`src/rtl/iso_rx_pkg.sv`:
```
package iso_rx_pkg;
  localparam int CH_W   = 6;
  localparam int TAG_W  = 2;
  localparam int SYNC_W = 4;
  localparam int SEC_W  = 7;
  localparam int CNT_W  = 13;
  localparam int CYC_W  = 2 + CNT_W;
  localparam int NTAG   = 1 << TAG_W;

  typedef struct packed {
    logic [NTAG-1:0]   tag_en;
    logic              rsvd_hi;
    logic [CYC_W-1:0]  cyc;
    logic [SYNC_W-1:0] sync;
    logic              rsvd_lo;
    logic              t1_filt;
    logic [CH_W-1:0]   chan;
  } match_cfg_t;

  localparam logic [31:0] WR_MASK = 32'hF7FF_FF7F;
  localparam logic [TAG_W-1:0]  TAG_T1    = 2'b01;
  localparam logic [1:0]        WAIT_SYNC = 2'b11;
endpackage

```
`src/rtl/iso_rx_match_reg.sv`:
```
module iso_rx_match_reg
  import iso_rx_pkg::*;
(
  input  logic        clk_i,
  input  logic        rst_ni,
  input  logic        we_i,
  input  logic [31:0] wdata_i,
  output match_cfg_t  cfg_o
);
  logic [31:0] q;

  always_ff @(posedge clk_i or negedge rst_ni) begin
    if (!rst_ni)   q <= '0;
    else if (we_i) q <= wdata_i & WR_MASK;
  end

  assign cfg_o = match_cfg_t'(q);

  a_r2_rsvd_zero: assert property (@(posedge clk_i) disable iff (!rst_ni)
    !q[27] && !q[7]);
  a_r3_write_lands: assert property (@(posedge clk_i) disable iff (!rst_ni)
    we_i |=> q == ($past(wdata_i) & WR_MASK));
endmodule

```
`src/rtl/iso_rx_ctx_gate.sv`:
```
module iso_rx_ctx_gate
  import iso_rx_pkg::*;
(
  input  logic             clk_i,
  input  logic             rst_ni,
  input  logic             run_i,
  input  logic             cme_i,
  input  logic [SEC_W-1:0] sec_i,
  input  logic [CNT_W-1:0] cnt_i,
  input  logic [CYC_W-1:0] cyc_i,
  output logic             cme_clr_o,
  output logic             ctx_en_o
);
  logic hit, en_q;
  logic unused_sec;

  assign unused_sec = ^sec_i[SEC_W-1:2];
  assign hit        = ({sec_i[1:0], cnt_i} == cyc_i);
  assign cme_clr_o  = run_i && !en_q && cme_i && hit;

  always_ff @(posedge clk_i or negedge rst_ni) begin
    if (!rst_ni)               en_q <= 1'b0;
    else if (!run_i)           en_q <= 1'b0;
    else if (!en_q && (!cme_i || hit)) en_q <= 1'b1;
  end

  assign ctx_en_o = en_q;

  a_r4_run_low_off: assert property (@(posedge clk_i) disable iff (!rst_ni)
    !run_i |=> !ctx_en_o);
  a_r5_hold_on: assert property (@(posedge clk_i) disable iff (!rst_ni)
    (ctx_en_o && run_i) |=> ctx_en_o);
  a_r5_wait_match: assert property (@(posedge clk_i) disable iff (!rst_ni)
    (run_i && cme_i && !ctx_en_o && !cme_clr_o) |=> !ctx_en_o);
  a_r5_clr_pulse: assert property (@(posedge clk_i) disable iff (!rst_ni)
    cme_clr_o |=> ctx_en_o);
endmodule

```
`src/rtl/iso_rx_pkt_filter.sv`:
```
module iso_rx_pkt_filter
  import iso_rx_pkg::*;
(
  input  logic              clk_i,
  input  logic              rst_ni,
  input  match_cfg_t        cfg_i,
  input  logic              run_i,
  input  logic              ctx_en_i,
  input  logic              hdr_vld_i,
  input  logic [CH_W-1:0]   chan_i,
  input  logic [TAG_W-1:0]  tag_i,
  input  logic [SYNC_W-1:0] sync_i,
  input  logic [1:0]        wait_i,
  output logic              dec_vld_o,
  output logic              dec_acc_o
);
  logic chan_ok, tag_ok, filt_ok, sync_ok, waiting, acc;
  logic sdone_q, vld_q, acc_q;

  assign waiting = (wait_i == WAIT_SYNC) && !sdone_q;
  assign chan_ok = (chan_i == cfg_i.chan);
  assign tag_ok  = cfg_i.tag_en[tag_i];
  // tag-01 extra rule only when both filter and its enable are set
  assign filt_ok = !(tag_i == TAG_T1 && cfg_i.t1_filt && cfg_i.tag_en[TAG_T1])
                   || (sync_i[SYNC_W-1:SYNC_W-2] == 2'b00);
  assign sync_ok = !waiting || (sync_i == cfg_i.sync);
  assign acc     = ctx_en_i && chan_ok && tag_ok && filt_ok && sync_ok;

  always_ff @(posedge clk_i or negedge rst_ni) begin
    if (!rst_ni) begin
      vld_q <= 1'b0; acc_q <= 1'b0; sdone_q <= 1'b0;
    end else begin
      vld_q <= hdr_vld_i && run_i;
      acc_q <= hdr_vld_i && run_i && acc;
      if (!run_i) sdone_q <= 1'b0;
      else if (hdr_vld_i) begin
        if (wait_i != WAIT_SYNC) sdone_q <= 1'b0;
        else if (acc)            sdone_q <= 1'b1;
      end
    end
  end

  assign dec_vld_o = vld_q;
  assign dec_acc_o = acc_q;

  a_r6_dec_next: assert property (@(posedge clk_i) disable iff (!rst_ni)
    (hdr_vld_i && run_i) |=> dec_vld_o);
  a_r6_no_dec: assert property (@(posedge clk_i) disable iff (!rst_ni)
    !(hdr_vld_i && run_i) |=> !dec_vld_o);
  a_r7_chan_drop: assert property (@(posedge clk_i) disable iff (!rst_ni)
    (hdr_vld_i && chan_i != cfg_i.chan) |=> !dec_acc_o);
  a_r10_sync_drop: assert property (@(posedge clk_i) disable iff (!rst_ni)
    (hdr_vld_i && waiting && sync_i != cfg_i.sync) |=> !dec_acc_o);
  a_r11_off_drop: assert property (@(posedge clk_i) disable iff (!rst_ni)
    (hdr_vld_i && !ctx_en_i) |=> !dec_acc_o);
endmodule

```
`src/rtl/iso_rx_ctx_match.sv`:
```
module iso_rx_ctx_match
  import iso_rx_pkg::*;
(
  input  logic        clk_i,
  input  logic        rst_ni,
  input  logic        reg_we_i,
  input  logic [31:0] reg_wdata_i,
  output logic [31:0] reg_rdata_o,
  input  logic [6:0]  timer_sec_i,
  input  logic [12:0] timer_cnt_i,
  input  logic        run_i,
  input  logic        cme_i,
  output logic        cme_clr_o,
  output logic        ctx_en_o,
  input  logic        hdr_vld_i,
  input  logic [5:0]  hdr_chan_i,
  input  logic [1:0]  hdr_tag_i,
  input  logic [3:0]  hdr_sync_i,
  input  logic [1:0]  wait_i,
  output logic        dec_vld_o,
  output logic        dec_acc_o
);
  match_cfg_t cfg;
  logic       ctx_en;

  iso_rx_match_reg u_reg (
    .clk_i, .rst_ni, .we_i(reg_we_i), .wdata_i(reg_wdata_i), .cfg_o(cfg)
  );

  iso_rx_ctx_gate u_gate (
    .clk_i, .rst_ni, .run_i, .cme_i, .sec_i(timer_sec_i), .cnt_i(timer_cnt_i),
    .cyc_i(cfg.cyc), .cme_clr_o, .ctx_en_o(ctx_en)
  );

  iso_rx_pkt_filter u_filt (
    .clk_i, .rst_ni, .cfg_i(cfg), .run_i, .ctx_en_i(ctx_en),
    .hdr_vld_i, .chan_i(hdr_chan_i), .tag_i(hdr_tag_i), .sync_i(hdr_sync_i),
    .wait_i, .dec_vld_o, .dec_acc_o
  );

  assign reg_rdata_o = cfg;
  assign ctx_en_o    = ctx_en;

  a_r1_acc_has_vld: assert property (@(posedge clk_i) disable iff (!rst_ni)
    dec_acc_o |-> dec_vld_o);
endmodule

```
`config.mk`:
```
export PLATFORM = sky130hd
export DESIGN_NAME = iso_rx_ctx_match
export DESIGN_NICKNAME = d
export VERILOG_FILES = /design/src/rtl/iso_rx_pkg.sv /design/src/rtl/iso_rx_match_reg.sv /design/src/rtl/iso_rx_ctx_gate.sv /design/src/rtl/iso_rx_pkt_filter.sv /design/src/rtl/iso_rx_ctx_match.sv
export SDC_FILE = /design/constraint.sdc
export NUM_CORES = 1
export LEC_CHECK = 0
export ABC_CLOCK_PERIOD_IN_PS = 1300
export BUFFER_PORTS_ARGS = -buffer_cell sky130_fd_sc_hd__buf_4
export CORE_ASPECT_RATIO = 0.9
export CORE_MARGIN = 3
export CORE_UTILIZATION = 39
export CTS_BUF_LIST = sky130_fd_sc_hd__clkbuf_4
export DETAILED_ROUTE_END_ITERATION = 12
export PLACE_DENSITY = 0.86
export SKIP_CTS_REPAIR_TIMING = 1
export SLEW_MARGIN = 30
export SYNTH_ARGS = -nofsm -noshare
export SYNTH_HDL_FRONTEND = slang
export SYNTH_SLANG_ARGS = --single-unit
```
`constraint.sdc`:
```
create_clock -name clk_i -period 1.3 [get_ports clk_i]
set_input_delay 0 -clock clk_i [delete_from_list [all_inputs] [get_ports clk_i]]
set_output_delay 0 -clock clk_i [all_outputs]
set_load 0.02 [all_outputs]
```
==> run summary <==
=====================================================================================
Leakage Power                                                                 1.46 nW
Number of antenna violations at the first check in global routing                   0
Die extent in x                                                               73.6 um
Row count                                                                          21
Clock-pin transition on the worst setup and hold timing paths                 0.12 ns
Largest voltage drop on the vdd net                                          0.758 mV
Dominant cells by area after synthesis                                   sky130_fd_sc_hd__dfrtp_1, sky130_fd_sc_hd__mux2_2, sky130_fd_sc_hd__xnor2_1
Layout cell share with drive strength beyond 1                                  0.610
Crit end category                                                         output port
Vias after detailed routing                                                      1554
Fmax                                                                        0.546 GHz
Master cell of the clock root buffer                                     sky130_fd_sc_hd__clkbuf_4
Number of buffers inserted during clock tree synthesis                              5
Most common library cell in the layout ignoring fill and taps            sky130_fd_sc_hd__buf_4
Total count of max-transition violations in the final report                        0
Area share of the leading cell type in the synthesized netlist                  0.531
Antenna viol nets, final                                                            0
Multiplexer fraction of the synthesized cell area                               0.225
Hold Worst Slack                                                            0.0327 ns
Level count of the clock H-tree                                                     2
Parity-gate share of the synthesized area counting xor and xnor cells           0.137
Number of standard cells after synthesis                                          118
GRT Total Usage                                                                 0.191
Count of fill cells added during filler insertion                                 216
Final hold viol count                                                               0
Synthesized-area fraction occupied by and/or/nand/nor cells                    0.0671
Total setup violations reported at the end of the flow                              3
Clock Path Buffers                                                                  2
Overall die height                                                            66.8 um
Routed wire length per instance                                               16.8 um
Clock Sinks                                                                        34
CP Data Required Time                                                         1.30 ns
Complex-gate fraction of the synthesized area                                  0.0172
Most frequent cells in the layout                                        sky130_fd_sc_hd__buf_4, sky130_fd_sc_hd__dlygate4sd3_1, sky130_fd_sc_hd__dfrtp_1, sky130_fd_sc_hd__mux2_2, sky130_fd_sc_hd__xnor2_1
Power density cells                                                      1040 nW/um^2
Violations in the final reports                                          setup timing
Largest net degree at the start of global routing                                  35
Synth Area in Adders                                                                0
Max-cap violations                                                                  0
Unrepaired setup endpoints after global routing                                   yes
Antenna diode instance count                                                        0
First-pass GRT wire length                                                    6920 um
Per-cell via count in the routed design                                          4.74
Number of top-level pins                                                          108
Fin Clk Skew                                                                0.0139 ns
Initial standard-cell utilization of the core                                   0.418
Post-route minimum period                                                     1.83 ns
Final net count                                                                   353
Post-synthesis sequential element count                                            34
Setup tns final                                                             -0.797 ns
Congestion Overflow GR                                                              0
Crit share post-route                                                            1.41
Wirelength, routed                                                            5500 um
Crit-path max FO                                                                    2
Register area share after synthesis                                             0.531
Clock tree from TritonCTS                                                        done
Last weighted congestion value of the routability-driven placer                 0.695
Mapped Avg Cell Area                                                        13.6 um^2
Total placed instance area                                                  2550 um^2
Worst hold path type                                                           in2reg
Arrival time at the worst endpoint                                            1.83 ns
Placeable core area                                                         3840 um^2
Count of yosys warnings during synthesis                                            0
DP Wirelength                                                                 3520 um
Number of remaining DRC errors                                                      0
Cell area after layout                                                      3090 um^2
Synth-to-Final Area Change                                                      92.5%
Run status                                                               finished with violations
Yosys top cell by area                                                   sky130_fd_sc_hd__dfrtp_1
Smallest setup slack after layout                                           -0.530 ns
Category of the most critical setup path                                      reg2out
CP startpoint kind                                                           register
Count of routing violations after the opening detailed-route iteration             44
Number of iterations in the first detailed-routing pass                             4
Number of different library cells in the post-synthesis netlist                    23
PortBufs                                                                           98
Post-synthesis cell area                                                    1600 um^2
Post-layout power                                                             3.21 mW
Source-to-sink clock delay at the later pin of the worst-skew pair            0.35 ns
Die footprint                                                               4920 um^2
Dominant combinational cell family by area after synthesis               multiplexers
Vias in the first global route                                                   1538
=====================================================================================
-- worst max-delay path, cell delays in order (launching register included) --
cell	delay [ns]
sky130_fd_sc_hd__dfrtp_1	0.42
sky130_fd_sc_hd__xnor2_1	0.18
sky130_fd_sc_hd__nand4_1	0.14
sky130_fd_sc_hd__or4_4	0.53
sky130_fd_sc_hd__nor2_4	0.10
sky130_fd_sc_hd__buf_6	0.12
-- sequential cells by signal, summed over array words and instances, names as in the netlist --
name	cells
u_reg.cfg_o	30
u_filt.dec_acc_o	1
u_filt.dec_vld_o	1
u_filt.sdone_q	1
u_gate.ctx_en_o	1
-- cell type report --
cell class / instances / area, um^2 / area share
Tap cell: 46 / 57.6 / 0.0187
Multi-Input combinational cell: 79 / 767 / 0.249
Sequential cell: 34 / 861 / 0.279
Clock buffer: 5 / 37.5 / 0.0122
Inverter: 1 / 3.75 / 0.00122
Clock inverter: 3 / 63.8 / 0.0207
Timing Repair Buffer: 160 / 1290 / 0.420
-- final timing paths --
kind | start | to | slack [ns] | depth (start not counted)
max | u_reg.cfg_o[15] | cme_clr_o | -0.53 | 5
min | hdr_sync_i[2] | u_filt.dec_acc_o | 0.03 | 4
max reg2reg | u_reg.cfg_o[2] | u_filt.sdone_q | -0.15 | 4
min reg2reg | u_filt.sdone_q | u_filt.sdone_q | 0.56 | 2
max in group asynchronous | rst_ni | u_reg.cfg_o[16] | 0.79 | 2
min in group asynchronous | rst_ni | u_reg.cfg_o[13] | 0.16 | 2
-- power by group --
group | internal (mW) | leakage, nW | total [mW] | switching [mW]
Combinational | 0.574 | 1.01 | 0.975 | 0.401
Clock | 0.593 | 0.0528 | 0.995 | 0.402
Sequential | 1.16 | 0.396 | 1.24 | 0.0807
Total | 2.33 | 1.46 | 3.21 | 0.884
-- Yosys cell counts --
cell type	instances
sky130_fd_sc_hd__nor4_1	2
sky130_fd_sc_hd__xnor2_1	15
sky130_fd_sc_hd__nor2_2	1
sky130_fd_sc_hd__mux2_2	23
sky130_fd_sc_hd__conb_1	1
sky130_fd_sc_hd__o21ai_0	1
sky130_fd_sc_hd__nand2b_1	1
sky130_fd_sc_hd__or4_4	1
sky130_fd_sc_hd__nand2_1	4
sky130_fd_sc_hd__nor2_1	1
sky130_fd_sc_hd__and4b_1	1
sky130_fd_sc_hd__nand4_1	5
sky130_fd_sc_hd__nor3_1	1
sky130_fd_sc_hd__xor2_1	10
sky130_fd_sc_hd__a221oi_2	1
sky130_fd_sc_hd__buf_4	2
sky130_fd_sc_hd__and2_1	1
sky130_fd_sc_hd__buf_2	3
sky130_fd_sc_hd__inv_1	1
sky130_fd_sc_hd__mux2_1	7
sky130_fd_sc_hd__o31ai_1	1
sky130_fd_sc_hd__mux4_2	1
sky130_fd_sc_hd__dfrtp_1	34
-- metal layers --
layer	vias up	GRT usage	part of all wire
li1	735	-	-
met1	736	0.213	0.39
met2	71	0.320	0.51
met3	12	0.0860	0.080
met4	0	0.0679	0.020
met5	-	0	0
-- cell families after synthesis --
logic type      Yosys count
mux                      31
flops                    34
xor+xnor                 25
buf+inv                   6
compound gates            3
other cells               1
simple gates             18
-- per-stage QoR --
stage	utilization	instances	worst slack, ns
CTS	0.691	288	-0.590
finish	0.804	328	-0.530
global route	0.804	328	-0.595
floorplan	-	119	-0.0976
global placement	0.665	280	-0.148
detailed placement	0.665	280	-0.203
(Power assumes the default switching activity.)
